<file path="config.mk">
export PLATFORM = sky130hd
export DESIGN_NAME = phase_clock_gen
export DESIGN_NICKNAME = d
export VERILOG_FILES = /design/src/rtl/phclk_pkg.sv /design/src/rtl/phclk_rst_sync.sv /design/src/rtl/phclk_tick_cnt.sv /design/src/rtl/phclk_phase_seq.sv /design/src/rtl/phase_clock_gen.sv
export SDC_FILE = /design/constraint.sdc
export NUM_CORES = 1
export LEC_CHECK = 0
export BUFFER_PORTS_ARGS = -buffer_cell sky130_fd_sc_hd__buf_2
export CAP_MARGIN = 20
export CELL_PAD_IN_SITES_DETAIL_PLACEMENT = 0
export CELL_PAD_IN_SITES_GLOBAL_PLACEMENT = 1
export CORE_MARGIN = 3
export CORE_UTILIZATION = 51
export CTS_BUF_LIST = sky130_fd_sc_hd__clkbuf_2 sky130_fd_sc_hd__clkbuf_4 sky130_fd_sc_hd__clkbuf_8
export DETAILED_ROUTE_END_ITERATION = 16
export GPL_ROUTABILITY_DRIVEN = 0
export PLACE_DENSITY_LB_ADDON = 0.1
export RECOVER_POWER = 50
export SYNTH_ARGS = -nofsm -noshare
export SYNTH_HDL_FRONTEND = slang
export SYNTH_HIERARCHICAL = 1
export SYNTH_SLANG_ARGS = --single-unit
</file>
<file path="constraint.sdc">
create_clock -name clk_i -period 1.78 [get_ports clk_i]
set_clock_uncertainty 0.05 [all_clocks]
set_input_delay 0.089 -clock clk_i [delete_from_list [all_inputs] [get_ports clk_i]]
set_output_delay 0.089 -clock clk_i [all_outputs]
set_load 0.05 [all_outputs]
</file>
<file path="src/rtl/phclk_pkg.sv">
`timescale 1ns/1ps
package phclk_pkg;

  typedef enum logic {
    MODE_TWO  = 1'b0,
    MODE_FOUR = 1'b1
  } phclk_mode_e;

  localparam int unsigned PH_W = 2;

  typedef logic [PH_W-1:0] phclk_ph_t;

  // Output bundle order: {clk, clk_n, clk1, clk2}
  typedef struct packed {
    logic clk;
    logic clk_n;
    logic clk1;
    logic clk2;
  } phclk_out_t;

  localparam phclk_out_t PHCLK_IDLE = '{clk: 1'b0, clk_n: 1'b1, clk1: 1'b0, clk2: 1'b0};

  function automatic phclk_ph_t phclk_last_ph(phclk_mode_e mode);
    return (mode == MODE_FOUR) ? phclk_ph_t'(3) : phclk_ph_t'(1);
  endfunction

  function automatic phclk_out_t phclk_decode(logic run, phclk_mode_e mode, phclk_ph_t ph);
    phclk_out_t o;
    o = PHCLK_IDLE;
    if (run) begin
      if (mode == MODE_TWO) begin
        o.clk   = (ph == phclk_ph_t'(0));
        o.clk_n = (ph != phclk_ph_t'(0));
      end else begin
        o.clk1 = (ph == phclk_ph_t'(0));
        o.clk2 = (ph == phclk_ph_t'(2));
      end
    end
    return o;
  endfunction

endpackage

</file>
<file path="src/rtl/phclk_rst_sync.sv">
`timescale 1ns/1ps
module phclk_rst_sync #(
  parameter int unsigned STAGES = 2
) (
  input  logic clk_i,
  input  logic rst_ni,
  output logic rst_sync_no
);

  logic [STAGES-1:0] sync_q;
  logic [STAGES-1:0] sync_d;

  generate
    if (STAGES == 1) begin : g_single
      always_comb sync_d = 1'b1;
    end else begin : g_chain
      always_comb sync_d = {sync_q[STAGES-2:0], 1'b1};
    end
  endgenerate

  always_ff @(posedge clk_i or negedge rst_ni) begin
    if (!rst_ni) sync_q <= '0;
    else         sync_q <= sync_d;
  end

  assign rst_sync_no = sync_q[STAGES-1];

  // Internal reset follows an asserted external reset on the same cycle
  p_assert_follows_r1: assert property (@(posedge clk_i) !rst_ni |-> !rst_sync_no);

endmodule

</file>
<file path="src/rtl/phclk_tick_cnt.sv">
`timescale 1ns/1ps
module phclk_tick_cnt #(
  parameter int unsigned TICK_W = 8
) (
  input  logic              clk_i,
  input  logic              rst_ni,
  input  logic              run_i,
  input  logic [TICK_W-1:0] len_i,
  output logic              done_o
);

  logic [TICK_W-1:0] cnt_q;
  logic [TICK_W-1:0] cnt_d;
  logic              cnt_en;

  always_comb begin
    done_o = run_i && (cnt_q == len_i - TICK_W'(1));
    cnt_en = run_i;
    if (done_o) cnt_d = '0;
    else        cnt_d = cnt_q + TICK_W'(1);
  end

  always_ff @(posedge clk_i or negedge rst_ni) begin
    if (!rst_ni)     cnt_q <= '0;
    else if (cnt_en) cnt_q <= cnt_d;
  end

  // Count never reaches the active length (length is never 0)
  p_cnt_bound_r6: assert property (@(posedge clk_i) disable iff (!rst_ni)
    run_i |-> (cnt_q < len_i));

endmodule

</file>
<file path="src/rtl/phclk_phase_seq.sv">
`timescale 1ns/1ps
module phclk_phase_seq
  import phclk_pkg::*;
#(
  parameter int unsigned TICK_W = 8
) (
  input  logic              clk_i,
  input  logic              rst_ni,
  input  phclk_mode_e       mode_i,
  input  logic [TICK_W-1:0] ticks_i,
  input  logic              done_i,
  output logic              run_o,
  output phclk_mode_e       mode_o,
  output logic [TICK_W-1:0] len_o,
  output logic              run_nxt_o,
  output phclk_mode_e       mode_nxt_o,
  output phclk_ph_t         ph_nxt_o
);

  logic              run_q, run_d;
  phclk_ph_t         ph_q, ph_d;
  phclk_mode_e       mode_q, mode_d;
  logic [TICK_W-1:0] len_q, len_d;
  logic              load;
  logic              at_last;

  always_comb begin
    run_d   = run_q;
    ph_d    = ph_q;
    mode_d  = mode_q;
    len_d   = len_q;
    load    = 1'b0;
    at_last = (ph_q == phclk_last_ph(mode_q));
    if (!run_q) begin
      run_d = 1'b1;
      ph_d  = '0;
      load  = 1'b1;
    end else if (done_i) begin
      if (at_last) begin
        ph_d = '0;
        load = 1'b1;
      end else begin
        ph_d = ph_q + phclk_ph_t'(1);
      end
    end
    if (load) begin
      mode_d = mode_i;
      len_d  = (ticks_i == '0) ? TICK_W'(1) : ticks_i;
    end
  end

  always_ff @(posedge clk_i or negedge rst_ni) begin
    if (!rst_ni) begin
      run_q  <= 1'b0;
      ph_q   <= '0;
      mode_q <= MODE_TWO;
      len_q  <= TICK_W'(1);
    end else begin
      run_q  <= run_d;
      ph_q   <= ph_d;
      mode_q <= mode_d;
      len_q  <= len_d;
    end
  end

  assign run_o      = run_q;
  assign mode_o     = mode_q;
  assign len_o      = len_q;
  assign run_nxt_o  = run_d;
  assign mode_nxt_o = mode_d;
  assign ph_nxt_o   = ph_d;

  // Configuration only moves at a period boundary
  p_cfg_hold_r7: assert property (@(posedge clk_i) disable iff (!rst_ni)
    (run_q && !(done_i && at_last)) |=> ($stable(len_q) && $stable(mode_q)));

  // Active length is never 0
  p_len_nonzero_r6: assert property (@(posedge clk_i) disable iff (!rst_ni)
    run_q |-> (len_q != '0));

  // Two-phase operation only visits the first two phase slots
  p_ph_range_r3: assert property (@(posedge clk_i) disable iff (!rst_ni)
    (run_q && mode_q == MODE_TWO) |-> (ph_q <= phclk_ph_t'(1)));

  // Once running, the sequencer stays running until reset
  p_run_sticky_r9: assert property (@(posedge clk_i) disable iff (!rst_ni)
    run_q |=> run_q);

endmodule

</file>
<file path="src/rtl/phase_clock_gen.sv">
`timescale 1ns/1ps
module phase_clock_gen
  import phclk_pkg::*;
#(
  parameter int unsigned TICK_W      = 8,
  parameter int unsigned SYNC_STAGES = 2
) (
  input  logic              clk_i,
  input  logic              rst_ni,
  input  logic              four_phase_i,
  input  logic [TICK_W-1:0] ticks_i,
  output logic              clk_o,
  output logic              clk_n_o,
  output logic              clk1_o,
  output logic              clk2_o
);

  logic              rst_n_s;
  logic              done;
  logic              run;
  phclk_mode_e       mode;
  logic [TICK_W-1:0] len;
  logic              run_nxt;
  phclk_mode_e       mode_nxt;
  phclk_ph_t         ph_nxt;
  phclk_mode_e       mode_in;
  phclk_out_t        out_q, out_d;

  assign mode_in = four_phase_i ? MODE_FOUR : MODE_TWO;

  phclk_rst_sync #(.STAGES(SYNC_STAGES)) u_rst_sync (
    .clk_i       (clk_i),
    .rst_ni      (rst_ni),
    .rst_sync_no (rst_n_s)
  );

  phclk_tick_cnt #(.TICK_W(TICK_W)) u_tick_cnt (
    .clk_i  (clk_i),
    .rst_ni (rst_n_s),
    .run_i  (run),
    .len_i  (len),
    .done_o (done)
  );

  phclk_phase_seq #(.TICK_W(TICK_W)) u_phase_seq (
    .clk_i      (clk_i),
    .rst_ni     (rst_n_s),
    .mode_i     (mode_in),
    .ticks_i    (ticks_i),
    .done_i     (done),
    .run_o      (run),
    .mode_o     (mode),
    .len_o      (len),
    .run_nxt_o  (run_nxt),
    .mode_nxt_o (mode_nxt),
    .ph_nxt_o   (ph_nxt)
  );

  // Outputs are registered from the sequencer's next state so they stay
  // cycle-aligned with it and carry no decode glitches.
  always_comb out_d = phclk_decode(run_nxt, mode_nxt, ph_nxt);

  always_ff @(posedge clk_i or negedge rst_n_s) begin
    if (!rst_n_s) out_q <= PHCLK_IDLE;
    else          out_q <= out_d;
  end

  assign clk_o   = out_q.clk;
  assign clk_n_o = out_q.clk_n;
  assign clk1_o  = out_q.clk1;
  assign clk2_o  = out_q.clk2;

  p_no_overlap_r5: assert property (@(posedge clk_i) disable iff (!rst_n_s)
    !(clk1_o && clk2_o));

  p_idle_r1: assert property (@(posedge clk_i) disable iff (!rst_n_s)
    !run |-> (!clk_o && clk_n_o && !clk1_o && !clk2_o));

  p_complement_r2: assert property (@(posedge clk_i) disable iff (!rst_n_s)
    (run && mode == MODE_TWO) |-> (clk_n_o == !clk_o));

  p_two_quiet_r3: assert property (@(posedge clk_i) disable iff (!rst_n_s)
    (mode == MODE_TWO) |-> (!clk1_o && !clk2_o));

  p_four_quiet_r4: assert property (@(posedge clk_i) disable iff (!rst_n_s)
    (run && mode == MODE_FOUR) |-> (!clk_o && clk_n_o));

endmodule

</file>
## Yosys cells after proc, flatten, opt, wreduce, memory -nomap -nowiden

Index checks and enable logic that the tools add are counted.

- Equality and inequality tests: 3
- Muxes and demuxes: 13
- Reduce and logical (&&, ||, !) cells: 4
- Add/subtract/negate cells: 3

Operators with widths:

| operator | number |
|---|---|
| 8-bit 2-to-1 mux | 2 |
| 2-bit 2-to-1 mux | 6 |
| 8-bit by 1-bit adder with 8-bit output, second input constant | 1 |
| 8-bit == test | 1 |
| 8-bit zero test | 1 |
| 8-bit by 1-bit subtractor with 8-bit output, second input constant | 1 |
| 1-bit 2-to-1 mux | 5 |
| 2-bit by 1-bit adder with 2-bit output, second input constant | 1 |
| 2-bit == test | 1 |
| 2-bit == test, second input constant | 1 |
| 2-bit zero test | 1 |
| 2-bit nonzero test | 1 |
| 1-bit logical AND | 1 |

- Flip-flop bits (word level): 26
- Word-level logic and storage cells: 33
- Bits of input ports: 11
- Output and inout port bits: 4

## Logic depth before layout (Yosys ltp)

Gate-level depths: netlist of the first run.

- Depth after elaboration: 7
- Gate-level depth with buffers: 11
- Depth with buffers taken out: 10

## By module

Netlist of the first run, hierarchy kept.

By module, submodules not included:

| module | sequential area each (um2) | instances | cells an instance | area an instance (um2) |
|---|---|---|---|---|
| phclk_tick_cnt | 200.2 | 1 | 73 | 660.6 |
| phclk_phase_seq | 301.5 | 1 | 35 | 496.7 |
| phase_clock_gen | 101.3 | 1 | 8 | 143.9 |
| phclk_rst_sync | 50.0 | 1 | 3 | 53.8 |

## Worst setup path after synthesis of the first run

Ideal clock, no wire load.

- Kind: register to register
- From: register u_phase_seq.len_q[0] (netlist: u_phase_seq/len_o[0])
- To: register out_q, in the netlist clk_n_o
- Clock period less this slack: 3580 ps
- Setup time: 94 ps
- Path slack: -1800 ps
- Data required time: 1636 ps
- Stages on the path, launching flop included: 12
- Data arrival time: 3436 ps
- Buffers on the path: 1
- Path through: dfstp_2 > inv_1 > ha_1 > buf_4 > o21bai_1 > a2111oi_2 > a311oi_1 > a2111oi_4 > nand2_1 > o21ai_4 > mux2_2 > or4b_1

RTL lines:

| element | RTL line | source |
|---|---|---|
| from (decl) | phclk_phase_seq.sv:23 | `logic [TICK_W-1:0] len_q, len_d;` |
| from (signal assigned) | phclk_phase_seq.sv:62 | `len_q <= len_d;` |
| to (signal assigned) | phase_clock_gen.sv:65 | `else out_q <= out_d;` |
| to (decl) | phase_clock_gen.sv:27 | `phclk_out_t out_q, out_d;` |

==> impl_results.md, run 1 <==
* Status: finished with violations
* Failing checks: setup timing
* CP top delay family: compound AO/OA/AOI/OAI gates
* Buf+Inv Stages, Crit Path at 2
* Async set-or-reset flop fraction in the synthesized netlist at 1.00
* P&R area growth vs syn at 43.4%
* Fill cell total of the finished layout at 161
* CP Max Fanout at 6
* Number of diodes at 0
* Vias in the first global route at 1,143
* Die width at 57.5 µm
* Worst setup startpoint: u_phase_seq/len_o[0]$_DFFE_PN1P_
* Placed Instances at 188
* Worst-path clk slew at 0.14 ns
* Top FF cell, synth: dfrtp_1
* Final cell count without fillers at 206
* Largest net degree at the start of global routing at 25
* Syn Area/Cell at 11.4 µm²
* Combinational share of power at 0.365
* Critical path endpoint category: flip-flop
* Layout cells sized above 1 at 0.432
* Flop pwr share at 0.410
* Max_cap viols at 0
* Yosys top cell area share at 0.443
* Die area at 3310 µm²
* Place WS at -1.26 ns
* Die H at 57.5 µm
* GRT Resource Usage Total at 0.206
* Max-slew headroom at 0.127
* Total routed wirelength at 3330 µm
* Setup CP Type: reg2reg
* FF-to-FF setup slack at -1.21 ns
* Initial DRC count at 48
* Sw frac at 0.315
* CTS tree: done
* Reg2reg start: u_phase_seq/len_o[0]$_DFFE_PN1P_
* NumNets Final at 190
* H-tree levels at 1
* Latest clock arrival within the worst-skew pair at 0.33 ns
* Root buffer cell: clkbuf_4
* Internal at 0.00125 W
* Worst hold margin at 0.0660 ns
* Worst Path Arrival at 3.20 ns
* Crit path depth at 11
* Final setup viols at 23
* Grt ovf at 0
* Clock sinks at 26
* Worst setup path endpoint: clk_n_o$_DFF_PN1_
* RSZ-0062 raised after global routing: true
* Drt drc at 0
* Endpoints failing hold at 0
* Initial Utilization at 0.542
* Fmax at 335 MHz
* #FFs+latches synth at 26
* Antenna violations before repair at 0
* Period utilisation layout at 1.68
* Lkg Pwr at 0.886 nW
* Final Max Tran Viols at 0
* Post-synth top area cell: dfrtp_1
* CP Launch Type: flip-flop
* Reg2Reg Depth at 11
* Cells after Synth at 119
* Ys Warns at 6
* Synth top area cells: dfrtp_1, xor2_1, mux2_2, dfstp_2, xnor2_1
* CTS buffer count at 3
* Hold WC Path Type: in2reg
* Worst-path cell with the longest stage delay: dfstp_2
* Netlist cell types at 43
* Clock power frac at 0.225
* Worst path cell trace: inv_2 -> ha_4 -> buf_6 -> o21ba_4 -> a221oi_2 -> a41oi_2 -> a2111oi_4 -> nand2_2 -> o21ai_4 -> mux2_4 -> or4b_4
* Count of flip-flops with a built-in enable after synthesis at 0
* Cell Area, Synth at 1360 µm²
* Port bufs at 14
* Routed Antenna Nets at 0
* Slowest cell delay on critical path at 0.56 ns
* First-pass GRT wire length at 5190 µm
* Detailed placement HPWL at 2090 µm
* Tmin final at 2.99 ns
* PwrDens at 941 nW/µm²
* Setup TNS at -19.04 ns
* CP required at 1.99 ns
* Vias at 1,104
* Clock tree buffer depth at 2
* Final Power at 0.00183 W
* # rows at 18
* CORE AREA at 2500 µm²
* TritonRoute pass-1 iters at 4
* Via/cell ratio at 5.36
* Post-DR wirelength/cell at 16.2 µm
* Register area share after synthesis at 0.482
* Maximum VDD drop at 0.802 mV
* Slew @ Worst Pin at 1.31 ns
* Setup WS post-layout at -1.21 ns
* Worst r2r dst: clk_n_o$_DFF_PN1_
* Switching power at 0.000575 W
* I/O Pins at 15
## cell families after synthesis
logic type,after synthesis,share of synthesized area
DFF,26,0.482
other,2,0.00554
adders and majority gates,2,0.0185
AOI/OAI and AO/OA,16,0.113
muxes,9,0.0739
and+or+nand+nor,38,0.167
buffers and inverters,9,0.0305
xor gates and xnor gates,17,0.110
## flip-flops by register name, indices dropped and copies added, names as in the netlist
name	cells
u_phase_seq/mode_o	1
u_rst_sync/sync_q	2
clk_n_o	1
u_phase_seq/run_o	1
u_tick_cnt/cnt_q	8
clk2_o	1
clk_o	1
u_phase_seq/ph_q	2
clk1_o	1
u_phase_seq/len_o	8
## cell usage after synthesis, drive strengths merged, types with 2 or more instances
master   number
xnor2         6
ha            2
and2          2
buf           2
clkbuf        2
nor2          8
a2111oi       2
o21ai         3
dfrtp        24
inv           5
dfstp         2
mux2          8
a21oi         2
nand3         2
nand2         6
nand2b        4
nor3          3
conb          2
nand4         3
nor4          2
xor2         11
## power by group through the flow
stage | clock network [W] | logic (W) | registers, W
final | 0.000411 | 0.000667 | 0.000750
after global routing | 0.000445 | 0.000721 | 0.000759
after CTS | 0.000411 | 0.000611 | 0.000749
after detailed placement | 0 | 0.000567 | 0.000758
after global placement | 0 | 0.000548 | 0.000756
after floorplan | 0 | 0.000315 | 0.000789
## area by class of cell
cell class                 instances  area [µm²]  share of cell area
multi-input combinational         85         763               0.393
sequential                        26         653               0.336
timing repair buffer              56         418               0.215
tap                               30        37.5              0.0193
clock inverter                     1        30.0              0.0155
clock buffer                       3        22.5              0.0116
inverter                           5        18.8             0.00966
## per-stage QoR
step	util	area, µm²
detailed placement	0.671	1680
global route	0.777	1940
global placement	0.671	1680
CTS	0.761	1900
floorplan	-	1390
finish	0.777	1940
## per-layer routing
layer	part of all wire	GRT usage	wire length, µm
met2	0.53	0.376	1770
met3	0.023	0.0317	76
met5	0	0	0
met1	0.41	0.241	1360
met4	0.040	0.0728	132
## what timing repair did
item	in CTS	in global routing
setup buffers	4	2
endpoints found under the hold margin	10	2
resized for setup	9	7
hold buffers	9	1
setup endpoints to repair	23	23
pin swaps	8	8
## layout by cell type, fill, tap and decap left out, types with 3 or more instances in the layout
cell | Yosys | final
xor2_1 | 11 | 11
nor3_1 | 3 | 3
inv_1 | 5 | 4
nand2b_1 | 4 | 4
mux2_2 | 8 | 7
buf_4 | 2 | 28
buf_6 | 0 | 3
dlygate4sd3_1 | 0 | 10
xnor2_1 | 6 | 6
nand2_1 | 6 | 5
nand4_1 | 3 | 3
dfrtp_1 | 24 | 24
nor2_1 | 8 | 8
clkbuf_4 | 0 | 3
conb_1 | 2 | 3
buf_2 | 0 | 14
## worst min path at each step
stage	cells after the start	start	endpoint	slack [ns]
finish	3	four_phase_i	u_phase_seq/mode_o$_DFF_PN0_	0.07
global route	3	four_phase_i	clk_n_o$_DFF_PN1_	0.06
CTS	2	rst_ni	u_rst_sync/sync_q[1]$_DFF_PN0_	0.004
detailed placement	1	rst_ni	u_rst_sync/sync_q[0]$_DFF_PN0_	-0.17
global placement	1	rst_ni	u_rst_sync/sync_q[1]$_DFF_PN0_	-0.18
floorplan	0	rst_ni	u_rst_sync/sync_q[0]$_DFF_PN0_	-0.26
## worst min-delay path, delay by kind of cell
kind	cells	cell delay (ns)
buffers and inverters	2	0.19
multiplexers	1	0.15
Note: power is estimated with default switching activity, not from simulation.
==> run 2, diff against run 1 <==
Settings changed: CORE_UTILIZATION 51 to 48.
Clock period 1.78 ns to 3.4 ns, I/O delays scaled along.
==> run 2 against run 1 <==
The flow now finishes without violations. Register-to-register slack better by 1.5 ns. Clock-buffer cell count is 1 higher. Utilization is 19 points lower. Non-clock buffer count is 39 lower. Critical endpoint unchanged.
==> impl_results.md, run 2 (synthesis gave the netlist of run 1 again) <==
* Status: finished, final reports clean
* CP Max Fanout at 8 (+2)
* CTS buffer count at 3 (unchanged)
* Drt drc at 0 (unchanged)
* PwrDens at 506 nW/µm² (-46%)
* NumNets Final at 151 (-21%)
* WHS Path Cells at 2 (-1)
* Detailed placement HPWL at 1790 µm (-14%)
* Placed Instances at 162 (-14%)
* # rows at 18 (unchanged)
* Die H at 59.1 µm (+2.8%)
* Critical path endpoint category: flip-flop
* Period utilisation layout at 0.923 (-0.754)
* Final Power at 0.000765 W (-58%)
* Reg2reg start: u_phase_seq/len_o[0]$_DFFE_PN1P_
* Setup TNS at 0 ns (+19.04 ns)
* Vias at 897 (-19%)
* Lkg Pwr at 0.657 nW (-26%)
* Maximum VDD drop at 0.319 mV (-60%)
* Die width at 59.1 µm (+2.8%)
* Max_cap viols at 0 (unchanged)
* Tmin final at 3.14 ns (+0.154 ns)
* Worst r2r dst: clk_n_o$_DFF_PN1_
* Reg2Reg Depth at 10 (-1)
* Hold WC Path Type: in2reg
* Fill cell total of the finished layout at 230 (+43%)
* Cell Area, Placed at 1470 µm² (-12%)
* Place WS at 0.254 ns (+1.51 ns)
* Setup CP Type: reg2reg
* Antenna violations before repair at 0 (unchanged)
* Routed Antenna Nets at 0 (unchanged)
* Clock sinks at 26 (unchanged)
* Die area at 3500 µm² (+5.6%)
* Final Max Tran Viols at 0 (unchanged)
* GRT Resource Usage Total at 0.165 (-0.0410)
* Slew @ Worst Pin at 0.946 ns (-0.363 ns)
* PostCTS Resize Cnt at 0 (-9)
* Final cell count without fillers at 167 (-19%)
* Largest net degree at the start of global routing at 25 (unchanged)
* Port bufs at 14 (unchanged)
* Max-slew headroom at 0.369 (+0.242)
* P&R area growth vs syn at 11.6%
* Vias in the first global route at 905 (-21%)
* I/O Pins at 15 (unchanged)
* CP required at 3.60 ns (+1.61 ns)
* Fmax at 319 MHz (-4.9%)
* Hold EP: u_phase_seq/len_o[6]$_DFFE_PN0P_
* Initial DRC count at 14 (-71%)
* Total routed wirelength at 2410 µm (-28%)
* Final setup viols at 0 (-100%)
* H-tree levels at 1 (unchanged)
* TritonRoute pass-1 iters at 4 (unchanged)
* Post-CTS Setup Inserts at 0 (-4)
* CTS tree: done
* Latest clock arrival within the worst-skew pair at 0.32 ns (about the same)
* FF-to-FF setup slack at 0.26 ns (+1.47 ns)
* Initial Utilization at 0.523 (-0.0189)
* Layout cells sized above 1 at 0.255 (-0.176)
* Grt ovf at 0 (unchanged)
* Worst-path clk slew at 0.14 ns (about the same)
* CORE AREA at 2590 µm² (+3.6%)
* Min-Delay Startpoint: ticks_i[6]
* Via/cell ratio at 5.37 (+0.22%)
* Post-CTS Hold Buffers at 1 (-8)
* Root buffer cell: clkbuf_4
* Finished Cell Area at 1510 µm² (-22%)
* Clock tree buffer depth at 2 (unchanged)
* Setup WS post-layout at 0.261 ns (+1.47 ns)
* Worst Path Arrival at 3.34 ns (+0.14 ns)
* Post-DR wirelength/cell at 14.5 µm (-11%)
* CP Launch Type: flip-flop
* Most frequent cells in the layout: dfrtp_1, xor2_1, buf_2, nor2_1, mux2_2
* Endpoints failing hold at 0 (unchanged)
* Number of diodes at 0 (unchanged)
* RSZ-0062 raised after global routing: false
* Leading cell type in the layout, fill and taps excluded: dfrtp_1
* First-pass GRT wire length at 4400 µm (-15%)
==> run 2: changes by cell type in the layout (fill, tap and decap cells not counted), moves of 3 or more <==
| cell | before | now |
|---|---|---|
| buf_4 | 28 | 2 |
| buf_2 | 14 | 10 |
| dlygate4sd3_1 | 10 | 1 |
| buf_6 | 3 | 0 |
| clkbuf_1 | 1 | 4 |
==> run 2: metal layers <==
metal / share of wire / track usage
met5: 0 / 0
met4: 0.0046 / 0.0485
met3: 0.019 / 0.0261
met2: 0.48 / 0.256
met1: 0.50 / 0.237
==> run 2: area by class of cell <==
class,count,area [µm²],share of cell area
Clock buffer,4,36.3,0.0240
Multi-Input combinational cell,85,677,0.447
Inverter,5,18.8,0.0124
Tap cell,30,37.5,0.0248
Timing Repair Buffer,17,90.1,0.0596
Sequential cell,26,653,0.432
==> run 2: report_power, final <==
group	switching (W)	internal (W)
Sequential	0.0000720	0.000355
Combinational	0.0000921	0.0000941
Clock	0.0000868	0.0000654
Total	0.000251	0.000514
==> run 2: worst max path at each step <==
stage | start | endpoint | slack, ns
2_1_floorplan | u_phase_seq/len_o[0]$_DFFE_PN1P_ | clk_n_o$_DFF_PN1_ | -0.08
3_3_place_gp | u_phase_seq/len_o[0]$_DFFE_PN1P_ | clk_n_o$_DFF_PN1_ | 0.30
3_5_place_dp | u_phase_seq/len_o[0]$_DFFE_PN1P_ | clk_n_o$_DFF_PN1_ | 0.25
4_1_cts | u_phase_seq/len_o[0]$_DFFE_PN1P_ | clk_n_o$_DFF_PN1_ | 0.24
5_1_grt | u_phase_seq/len_o[0]$_DFFE_PN1P_ | clk1_o$_DFF_PN0_ | 0.02
6_report | u_phase_seq/len_o[0]$_DFFE_PN1P_ | clk_n_o$_DFF_PN1_ | 0.26
==> run 2: worst max-delay path, stage by stage, from the launching register on <==
cell and delay, ns:
dfstp_2 0.63, inv_2 0.05, ha_2 0.23, o21bai_1 0.18, a2111oi_2 0.33, a311oi_2 0.11, a2111oi_4 0.38, nand2_1 0.15
o21ai_4 0.16, mux2_4 0.34, or4b_1 0.48
==> run 2: stage by stage <==
stage	hold slack, ns	utilization
after CTS	0.0403	0.586
after detailed placement	-0.0926	0.568
after global placement	-0.0956	0.568
after floorplan	-0.176	-
after global routing	0.0325	0.584
final	0.0520	0.584
==> run 3, diff against run 2 <==
Settings changed: CORE_UTILIZATION 48 to 28.
Clock period 3.4 ns to 3.2 ns, I/O delays scaled along.
==> run 3 against run 2 <==
Sequential share of layout area fell by 3.4 points. Largest power group unchanged. Sequential power rose by 4%. Highest routed layer unchanged. Fmax rose by 4.6%. Worst hold slack improved by 0.043 ns. Combinational power rose by 24%.
==> impl_results.md, run 3 (synthesis gave the netlist of run 1 again) <==
* Setup CP Type: reg2reg
* CP Launch Type: flip-flop
* Clock sinks at 26 (unchanged)
* I/O Pins at 15 (unchanged)
* Detailed placement HPWL at 2130 µm (+19%)
* Drt drc at 0 (unchanged)
* NumNets Final at 157 (+4.0%)
* Slew @ Worst Pin at 0.872 ns (-0.0742 ns)
* Period utilisation layout at 0.938 (+0.0145)
* CP Max Fanout at 5 (-3)
* Die H at 75.6 µm (+28%)
* Worst Path Arrival at 3.14 ns (-0.20 ns)
* TritonRoute pass-1 iters at 4 (unchanged)
* CORE AREA at 4500 µm² (+74%)
* P&R area growth vs syn at 21.1%
* Initial DRC count at 56 (+42)
* Via/cell ratio at 4.84 (-9.9%)
* Routed Antenna Nets at 0 (unchanged)
* Setup TNS at 0 ns (unchanged)
* Worst-path clk slew at 0.08 ns (-0.06 ns)
* RSZ-0062 raised after global routing: false
* CTS tree: done
* CP required at 3.34 ns (-0.26 ns)
* Critical path endpoint category: flip-flop
* Root buffer cell: clkbuf_8
* Status: finished, final reports clean
* Antenna violations before repair at 0 (unchanged)
* Initial Utilization at 0.301 (-0.222)
* Max_cap viols at 0 (unchanged)
* Place WS at 0.147 ns (-0.106 ns)
* Vias at 944 (+5.2%)
* Latest clock arrival within the worst-skew pair at 0.27 ns (-0.05 ns)
* CTS buffer count at 3 (unchanged)
* Worst setup startpoint: u_phase_seq/len_o[0]$_DFFE_PN1P_
* Lkg Pwr at 0.710 nW (+8.1%)
* Leading cell type in the layout, fill and taps excluded: dfrtp_1
* First-pass GRT wire length at 4930 µm (+12%)
* Die area at 5710 µm² (+63%)
* Post-DR wirelength/cell at 14.7 µm (+1.6%)
* Fill cell total of the finished layout at 457 (+99%)
* Fmax at 333 MHz (+4.6%)
* Most frequent cells in the layout: dfrtp_1, buf_2, xor2_1, nor2_1, mux2_2
* # rows at 24 (+6)
* Vias in the first global route at 995 (+9.9%)
* Endpoints failing hold at 0 (unchanged)
* Tmin final at 3.00 ns (-0.138 ns)
* Total routed wirelength at 2860 µm (+19%)
* Placed Instances at 187 (+15%)
* Maximum VDD drop at 0.173 mV (-46%)
* Reg2reg start: u_phase_seq/len_o[0]$_DFFE_PN1P_
* GRT Resource Usage Total at 0.117 (-0.0473)
* Die width at 75.6 µm (+28%)
* FF-to-FF setup slack at 0.20 ns (-0.06 ns)
* Port bufs at 14 (unchanged)
* Final Util at 0.364 (-0.220)
* Setup WS post-layout at 0.199 ns (-0.0617 ns)
* PwrDens at 532 nW/µm² (+5.2%)
* Final setup viols at 0 (unchanged)
* Final cell count without fillers at 195 (+17%)
* Max-slew headroom at 0.419 (+0.0495)
* Number of diodes at 0 (unchanged)
* Grt ovf at 0 (unchanged)
* Clock tree buffer depth at 2 (unchanged)
* Largest net degree at the start of global routing at 25 (unchanged)
* H-tree levels at 1 (unchanged)
* Final Max Tran Viols at 0 (unchanged)
* Hold WC Path Type: reg2async
* Layout cells sized above 1 at 0.322 (+0.0662)
[run 3: repair_timing]
action,CTS,global route
hold endpoints to repair,2,0
setup buffers,0,2
gates resized for setup,0,6
hold buffers,1,0
setup endpoints to repair,0,3
[run 3: critical path, stage by stage (launching register included)]
cell and delay, ns:
dfstp_2 0.54, inv_2 0.04, ha_4 0.16, o21bai_4 0.17, a2111oi_4 0.35, a311oi_2 0.09, a2111oi_4 0.39, nand2_2 0.13
o21ai_4 0.19, mux2_4 0.34, or4b_4 0.48
[run 3: through the flow]
stage	instance area, µm²	hold WS [ns]	power, W
finish	1640	0.0948	0.000873
global route	1640	0.0793	0.000937
CTS	1590	0.0833	0.000876
detailed placement	1530	-0.103	0.000672
global placement	1530	-0.106	0.000667
floorplan	1390	-0.186	0.000614
[run 3: worst paths after layout]
| kind | cells after the start | to |
|---|---|---|
| setup / recovery | 10 | clk_n_o$_DFF_PN1_ |
| hold / removal | 0 | u_phase_seq/ph_q[1]$_DFF_PN0_ |
| setup reg to reg | 10 | clk_n_o$_DFF_PN1_ |
| hold reg to reg | 0 | u_phase_seq/ph_q[1]$_DFF_PN0_ |
| max in group asynchronous | 1 | u_phase_seq/mode_o$_DFF_PN0_ |
| min in group clk_i | 2 | u_phase_seq/len_o[1]$_DFFE_PN0P_ |
[run 3: final cells by class]
class | instances | area [µm²] | area share
flip-flops and latches | 26 | 653 | 0.398
clock buffers | 4 | 48.8 | 0.0297
inverters | 5 | 18.8 | 0.0114
repair buffers | 23 | 139 | 0.0846
multi-input cells | 85 | 717 | 0.437
well taps | 52 | 65.1 | 0.0396
[run 3: where the power goes]
group	internal [W]	switching, W
clock	0.0000976	0.0000991
sequential	0.000377	0.0000694
combinational	0.000115	0.000115
total	0.000589	0.000284
[run 3: routing by layer]
layer  routed length, µm  GRT usage  up-vias
met5                   0          0        -
met4                  53     0.0524        0
met3                  66     0.0211        4
met2                1400      0.189        8
met1                1350      0.154      467
li1                    -          -      465
